`config.mk`:
```
export PLATFORM = sky130hd
export DESIGN_NAME = omc_cell
export DESIGN_NICKNAME = d
export VERILOG_FILES = /design/src/rtl/omc_pkg.sv /design/src/rtl/omc_sum.sv /design/src/rtl/omc_reg.sv /design/src/rtl/omc_route.sv /design/src/rtl/omc_cell.sv
export SDC_FILE = /design/constraint.sdc
export NUM_CORES = 1
export LEC_CHECK = 0
export ABC_AREA = 1
export ABC_CLOCK_PERIOD_IN_PS = 1250
export BUFFER_PORTS_ARGS = -buffer_cell sky130_fd_sc_hd__buf_2
export CAP_MARGIN = 10
export CORE_AREA = 4 4 41 43
export CTS_CLUSTER_DIAMETER = 100
export DETAILED_ROUTE_END_ITERATION = 10
export DIE_AREA = 0 0 45 47
export PLACE_DENSITY_LB_ADDON = 0.05
export SLEW_MARGIN = 20
export SYNTH_ARGS = -nofsm -noshare
export SYNTH_HDL_FRONTEND = slang
export SYNTH_SLANG_ARGS = --single-unit
```
`constraint.sdc`:
```
create_clock -name clk -period 1.25 [get_ports clk]
set_clock_uncertainty 0.1 [all_clocks]
set_input_delay 0.0625 -clock clk [delete_from_list [all_inputs] [get_ports clk]]
set_output_delay 0.0625 -clock clk [all_outputs]
set_load 0.03 [all_outputs]
```
`src/rtl/omc_pkg.sv`:
```
package omc_pkg;
  typedef enum logic [1:0] {
    GM_SIMPLE  = 2'b00,
    GM_COMPLEX = 2'b01,
    GM_REGIST  = 2'b10,
    GM_RESVD   = 2'b11
  } gmode_e;

  // Decoded form of one cell for a given global mode and cell bit.
  typedef enum logic [1:0] {
    CF_COMB_ON  = 2'b00,  // combinational, driver always on
    CF_COMB_TRI = 2'b01,  // combinational, term-gated driver
    CF_FLOP     = 2'b10   // registered, term-gated driver
  } cform_e;

  function automatic cform_e decode_form(input logic [1:0] gm, input logic creg);
    cform_e f;
    case (gm)
      GM_COMPLEX: f = CF_COMB_TRI;
      GM_REGIST:  f = creg ? CF_FLOP : CF_COMB_TRI;
      default:    f = CF_COMB_ON;
    endcase
    return f;
  endfunction
endpackage

```
`src/rtl/omc_sum.sv`:
```
module omc_sum #(
  parameter int NT    = 8,
  parameter int SPLIT = NT / 2
) (
  input  logic [NT-1:0] pt,
  output logic          sum_all,
  output logic          sum_tail,
  output logic          sum_lo,
  output logic          sum_hi
);
  // Per-term membership in each partial sum, computed from the split point.
  logic [NT-1:0] m_tail, m_lo, m_hi;

  for (genvar i = 0; i < NT; i++) begin : g_mask
    if (i == 0) begin : g_oe_term
      assign m_tail[i] = 1'b0;
      assign m_lo[i]   = 1'b0;
      assign m_hi[i]   = 1'b0;
    end else if (i < SPLIT) begin : g_low
      assign m_tail[i] = pt[i];
      assign m_lo[i]   = pt[i];
      assign m_hi[i]   = 1'b0;
    end else begin : g_high
      assign m_tail[i] = pt[i];
      assign m_lo[i]   = 1'b0;
      assign m_hi[i]   = pt[i];
    end
  end

  assign sum_all  = |pt;
  assign sum_tail = |m_tail;
  assign sum_lo   = |m_lo;
  assign sum_hi   = |m_hi;
endmodule

```
`src/rtl/omc_reg.sv`:
```
module omc_reg (
  input  logic clk,
  input  logic rst,
  input  logic load,
  input  logic d,
  output logic q
);
  always_ff @(posedge clk) begin
    if (rst)       q <= 1'b0;
    else if (load) q <= d;
  end
endmodule

```
`src/rtl/omc_route.sv`:
```
module omc_route
  import omc_pkg::*;
(
  input  logic [1:0] gmode,
  input  logic       cell_reg,
  input  logic       inv,
  input  logic       split,
  input  logic       oe_term,
  input  logic       sum_all,
  input  logic       sum_tail,
  input  logic       sum_lo,
  input  logic       sum_hi,
  input  logic       q,
  input  logic       pin_in,
  output logic       pin_out,
  output logic       pin_oe,
  output logic       fb,
  output logic       d,
  output logic       load
);
  cform_e form;
  logic   flop_src;

  assign form     = decode_form(gmode, cell_reg);
  assign flop_src = split ? (sum_lo ^ sum_hi) : sum_tail;
  assign d        = flop_src ^ inv;
  assign load     = (form == CF_FLOP);

  always_comb begin
    case (form)
      CF_FLOP: begin
        pin_out = q;
        pin_oe  = oe_term;
        fb      = ~q;
      end
      CF_COMB_TRI: begin
        pin_out = sum_tail ^ inv;
        pin_oe  = oe_term;
        fb      = pin_in;
      end
      default: begin
        pin_out = sum_all ^ inv;
        pin_oe  = 1'b1;
        fb      = pin_in;
      end
    endcase
  end
endmodule

```
`src/rtl/omc_cell.sv`:
```
module omc_cell #(
  parameter int NT    = 8,
  parameter int SPLIT = NT / 2
) (
  input  logic          clk,
  input  logic          rst,
  input  logic [1:0]    gmode,
  input  logic          cell_reg,
  input  logic          inv,
  input  logic          split,
  input  logic [NT-1:0] pt,
  input  logic          pin_in,
  output logic          pin_out,
  output logic          pin_oe,
  output logic          fb
);
  logic s_all, s_tail, s_lo, s_hi;
  logic reg_q, reg_d, reg_load;

  omc_sum #(.NT(NT), .SPLIT(SPLIT)) u_sum (
    .pt(pt), .sum_all(s_all), .sum_tail(s_tail), .sum_lo(s_lo), .sum_hi(s_hi)
  );

  omc_route u_route (
    .gmode(gmode), .cell_reg(cell_reg), .inv(inv), .split(split),
    .oe_term(pt[0]), .sum_all(s_all), .sum_tail(s_tail), .sum_lo(s_lo),
    .sum_hi(s_hi), .q(reg_q), .pin_in(pin_in), .pin_out(pin_out),
    .pin_oe(pin_oe), .fb(fb), .d(reg_d), .load(reg_load)
  );

  omc_reg u_reg (
    .clk(clk), .rst(rst), .load(reg_load), .d(reg_d), .q(reg_q)
  );
endmodule

```
==> results of run 1 <==
==> placed cells by master, fill, tap and decap left out <==
master,netlist,final
buf_2,0,13
inv_1,12,8
nand2_1,14,8
nand2_2,0,6
nor2_1,7,6
buf_6,0,4
buf_4,0,4
nand3_1,4,3
ha_4,0,3
inv_4,0,2
inv_2,0,2
o21bai_4,0,1
o21ai_2,0,1
or2_4,0,1
nand3_2,0,1
nor2_2,0,1
o21ai_4,0,1
ha_2,0,1
buf_8,0,1
dfxtp_1,1,1
==> kinds of logic (layout without fill, tap and decap cells) <==
kind of cell             Yosys count  after routing  synth area share
AO/OA/AOI/OAI                      3              3            0.0737
adder cells (fa/ha/maj)            4              4             0.211
buffers and inverters             12             34             0.189
flip-flops                         1              1            0.0842
AND/OR/NAND/NOR                   26             26             0.442
==> area by class of cell <==
cell class	instances	area, sq um	area share
Sequential cell	1	20.0	0.0394
Multi-Input combinational cell	33	264	0.520
Inverter	12	50.0	0.0985
Timing Repair Buffer	22	155	0.305
Tap cell	15	18.8	0.0369
==> stage by stage <==
stage	hold slack (ns)	area [sq um]	setup TNS (ns)
floorplan	0.111	258	-0.0484
global placement	0.210	389	-0.773
detailed placement	0.212	389	-0.796
CTS	0.213	492	-0.121
global route	0.233	508	-0.211
finish	0.212	508	-0.105
==> critical path, delay by kind of cell <==
kind	cells	cell delay (ns)
AO/OA/AOI/OAI	1	0.16
buffers and inverters	3	0.28
adder cells (fa/ha/maj)	2	0.37
AND/OR/NAND/NOR	2	0.28
==> worst max-delay path by stage <==
stage,to,start,slack [ns]
6_report,pin_oe,gmode[1],-0.07
5_1_grt,pin_oe,gmode[0],-0.11
4_1_cts,pin_oe,gmode[1],-0.09
3_5_place_dp,pin_oe,gmode[0],-0.29
3_3_place_gp,pin_oe,gmode[0],-0.29
2_1_floorplan,fb,gmode[0],-0.02
==> metal layers <==
layer  vias to the layer above  track usage  share of wire
li1                        183            -              -
met2                         8        0.136           0.54
met4                         0            0              0
met5                         -            0              0
met3                         0            0          0.060
met1                       131       0.0698           0.40
==> power by group <==
| part | internal, W | switching, W |
|---|---|---|
| clock | 0 | 0 |
| combinational | 0.0000785 | 0.0000685 |
| sequential | 0.0000343 | 0.00000148 |
| total | 0.000113 | 0.0000700 |
==> repair_timing <==
action	CTS	global route
pin swaps	9	2
buffers inserted	1	0
resized for setup	24	6
cloned	0	0
setup endpoints to repair	4	3
==> out/metrics.yaml, run 1 <==
io_buffers: 18
holdBufCountCts: 0
yosysMostFrequentCell: "nand2_1"
core_area_sq_um: 1300
grt_pass1_wl_mm: 1.01
vias: 322
ys_warn_count: 0
yosysTopAreaCellShare: 0.221
slew_viol_final: 0
power.leakage_nw: 0.277
clk_latency_ns: 0
pin_count: 19
synth_fp_nets: 66
synth_commonest_cells: "14 x nand2_1, 12 x inv_1, 7 x nor2_1"
yosysSeqAreaShare: 0.0842
area_growth_pct: 114
fmaxAchievable_mhz: 756
routabilityCongestion: 0.653
overflow: 0
hold_depth: 4
initial_core_util: 0.183
synth_largest_area_cell: "nand2_1"
slowest_delay_ns: 0.22
crit_chain: "buf_6, ha_4, nand2_2, inv_2, o21bai_4, ha_4, or2_4, buf_6"
rrSetupSlack_ns: 0.50
place_inst: 82
hpwlAfterDp_um: 542
dieArea_sq_um: 2120
grt_pass1_vias: 288
r2r_end: "u_reg.q$_SDFFE_PP0N_"
power_density_nw_per_um2: 360
slowest_stage: "ha_4"
drc: 0
fin_crit_sh: 1.06
synthFlopType: "dfxtp_1"
start_kind: "input pin"
end_kind: "output pin"
routedWlPerCell_um: 7.80
pre_cts_ws_ns: -0.288
vdd_drop_max_mv: 0.192
rsz0062_at_grt: "yes"
synth_enable_flop_cells: 0
top_register: "u_reg.q"
reg2reg_from: "u_reg.q$_SDFFE_PP0N_"
cap_violations: 0
top_regs: "u_reg.q x1"
die_h_um: 47
dr.pass1.iters: 1
antenna_found_initial: 0
hold_end: "u_reg.q$_SDFFE_PP0N_"
outcome: "finished, violations left"
layout.nets: 90
hold_violations: 0
setup_viol: 2
p_total_w: 0.000183
grt_usage: 0.0622
final_cells: 83
drt-total-wl_um: 647
syn_inst: 46
grt_max_degree: 5
synth_area_per_cell_sq_um: 5.17
ff2ff_path_depth: 4
antenna_left: 0
hold_start: "rst"
path_clk_slew_ns: 0
synthArstFlopShare: 0
antenna_cells: 0
drt_iter0_drc: 0
critPathMaxFanout: 2
maxSlewHeadroom: 0.884
via_per_inst: 3.88
worstPathRequired_ns: 1.09
largest_reg_flops: 1
hold_path.class: "in2reg"
arrival_ns: 1.16
drive_gt1_frac: 0.618
worstSetupPathType: "in2out"
yosysUniqueCellTypes: 10
ys_top_cells_by_area: "nand2_1 22%, ha_1 21%, inv_1 19%"
fill_cells: 159
violations: "setup timing"
synth-seq-cells: 1
tightest_slew_ns: 0.174
fin_ws_ns: -0.0735
final_core_util: 0.390
layout_min_cycle_time_ns: 1.32
rows: 13
die_w_um: 45
netlist_area_sq_um: 238
Note: power is estimated with default switching activity, not from simulation.
==> inputs of run 2 (changes only) <==
ABC_CLOCK_PERIOD_IN_PS = 1550   (was 1250)
clock period = 1.55 ns   (was 1.25 ns; I/O delays follow)
==> run 2 against run 1 <==
- the flow now finishes without violations
- flip-flop and latch count is the same
- die area is the same
- power shrank 35%
- setup slack gained 0.16 ns
- global-route usage shrank 0.39 points
- register-to-register slack gained 0.31 ns
- design area shrank 19%
==> out/metrics.yaml, run 2 (synthesis gave the netlist of run 1 again) <==
cap_violations: 0  # unchanged
top_register: "u_reg.q"  # unchanged
crit_chain: "buf_2, inv_2, ha_4, nand2_2, inv_1, o21bai_1, ha_1, or2_4, buf_6"  # was buf_6, ha_4, nand2_2, inv_2, o21bai_4, ha_4, or2_4, buf_6
layout.nets: 90  # unchanged
layout_min_cycle_time_ns: 1.46
grt_pass1_vias: 284  # was 288
switchingPower_w: 0.0000463  # was 0.0000700 W
start_kind: "input pin"  # unchanged
grt_pass1_wl_um: 986  # was 1.01 mm
dr.pass1.iters: 2  # was 1
top_regs: "u_reg.q x1"  # unchanged
pwr-share-seq: 0.242  # was 0.196
reg2reg_from: "u_reg.q$_SDFFE_PP0N_"  # unchanged
placed_area_sq_um: 362  # was 389 sq um
slowest_delay_ns: 0.26  # was 0.22 ns
internal-power_w: 0.0000720  # was 0.000113 W
rows: 13  # unchanged
pre_cts_ws_ns: -0.0507  # was -0.288 ns
routedWlPerCell_um: 7.24  # was 7.80 um
antenna_cells: 0  # unchanged
hold_violations: 0  # unchanged
hold_end: "u_reg.q$_SDFFE_PP0N_"  # unchanged
critPathMaxFanout: 2  # unchanged
vdd_drop_max_mv: 0.113  # was 0.192 mV
worstPathRequired_ns: 1.37  # was 1.09 ns
fmaxAchievable_mhz: 684
fin_crit_sh: 0.943
overflow: 0  # unchanged
largest_reg_flops: 1  # unchanged
pwr-share-comb: 0.758  # was 0.804
rrSetupSlack_ns: 0.81  # was 0.50 ns
via_per_inst: 3.75  # was 3.88
core_area_sq_um: 1300  # unchanged
hold_depth: 4  # unchanged
hpwlAfterDp_um: 542  # about the same
drt_iter0_drc: 2  # was 0
hold_start: "rst"  # unchanged
io_buffers: 18  # unchanged
top_layer: "met3"  # unchanged
clk_latency_ns: 0  # about the same
worstSetupPathType: "in2out"  # unchanged
power.leakage_nw: 0.267  # was 0.277 nW
ff2ff_path_depth: 4  # unchanged
power_density_nw_per_um2: 287  # was 360 nW/um^2
met1_length_um: 264  # was 260 um
fill_cells: 158  # was 159
vias: 311  # was 322
p_total_w: 0.000118  # was 0.000183 W
place_inst: 81  # was 82
final_cells: 83  # unchanged
slowest_stage: "ha_1"  # was ha_4
drc: 0  # unchanged
outcome: "finished clean"  # was finished, violations left
routabilityCongestion: 0.712  # was 0.653
pin_count: 19  # unchanged
tightest_slew_ns: 0.193  # was 0.174 ns
met3WireLength_um: 48  # was 39 um
maxSlewHeadroom: 0.871  # was 0.884
initial_core_util: 0.183  # unchanged
slew_viol_final: 0  # unchanged
p_clk_frac: 0  # about the same
end_kind: "output pin"  # unchanged
grt_usage: 0.0583  # was 0.0622
drt-total-wl_um: 601  # was 647 um
wl_met2_um: 289  # was 347 um
timing.hold.ws_ns: 0.219  # was 0.212 ns
postLayoutCellArea_sq_um: 413  # was 508 sq um
arrival_ns: 1.28  # was 1.16 ns
setup_viol: 0  # was 2
swShare: 0.391  # was 0.383
antenna_found_initial: 0  # unchanged
die_w_um: 45  # unchanged
r2r_end: "u_reg.q$_SDFFE_PP0N_"  # unchanged
area_growth_pct: 73.7  # was 114%
die_h_um: 47  # unchanged
path_clk_slew_ns: 0  # about the same
final_common_cell: "buf_2"  # unchanged
grt_max_degree: 5  # unchanged
layout_common_cells: "16 x buf_2, 11 x inv_1, 11 x nand2_1"  # was 13 x buf_2, 8 x inv_1, 8 x nand2_1
drive_gt1_frac: 0.426  # was 0.618
fin_ws_ns: 0.0890  # was -0.0735 ns
dieArea_sq_um: 2120  # unchanged
rsz0062_at_grt: "no"  # was yes
hold_path.class: "in2reg"  # unchanged
antenna_left: 0  # unchanged
run 2: repair_timing:
action	4_1_cts	5_1_grt
setup endpoints to repair	1	3
pin swaps	3	4
hold buffers	0	0
gates resized for setup	3	9
setup buffers	2	0
run 2: critical path, delay by kind of cell:
kind,cells,cell delay (ns)
and+or+nand+nor,2,0.30
buffers and inverters,4,0.31
AOI/OAI and AO/OA,1,0.19
adders and majority gates,2,0.41
run 2: routing by layer:
metal,vias up,track usage
met5,-,0
met4,0,0
li1,179,-
met1,125,0.0766
met2,7,0.110
met3,0,0.00383
run 2: area by class of cell:
type,count,area [sq um],area share
multi-input combinational,33,200,0.485
timing repair buffer,22,129,0.312
inverter,12,45.0,0.109
sequential,1,20.0,0.0485
tap,15,18.8,0.0455
run 2: stage by stage:
step            util  TNS, ns
2_1_floorplan      -        0
3_3_place_gp   0.278  -0.0482
3_5_place_dp   0.278  -0.0507
4_1_cts        0.296        0
5_1_grt        0.317        0
6_report       0.317        0
run 2: power groups by stage:
stage               sequential (W)  combinational (W)  clock, W
global placement         0.0000288          0.0000771         0
global route             0.0000288           0.000102         0
floorplan                0.0000284          0.0000431         0
CTS                      0.0000286          0.0000840         0
finish                   0.0000286          0.0000897         0
detailed placement       0.0000286          0.0000768         0
run 2: worst max path at each step:
| stage | from | end | slack (ns) | depth (start not counted) |
|---|---|---|---|---|
| after floorplan | gmode[0] | pin_out | 0.05 | 7 |
| after global placement | gmode[0] | pin_oe | -0.05 | 9 |
| after detailed placement | gmode[0] | pin_oe | -0.05 | 9 |
| after CTS | gmode[0] | pin_oe | 0.01 | 9 |
| after global routing | gmode[0] | pin_out | 0.008 | 13 |
| final | gmode[0] | pin_oe | 0.09 | 9 |
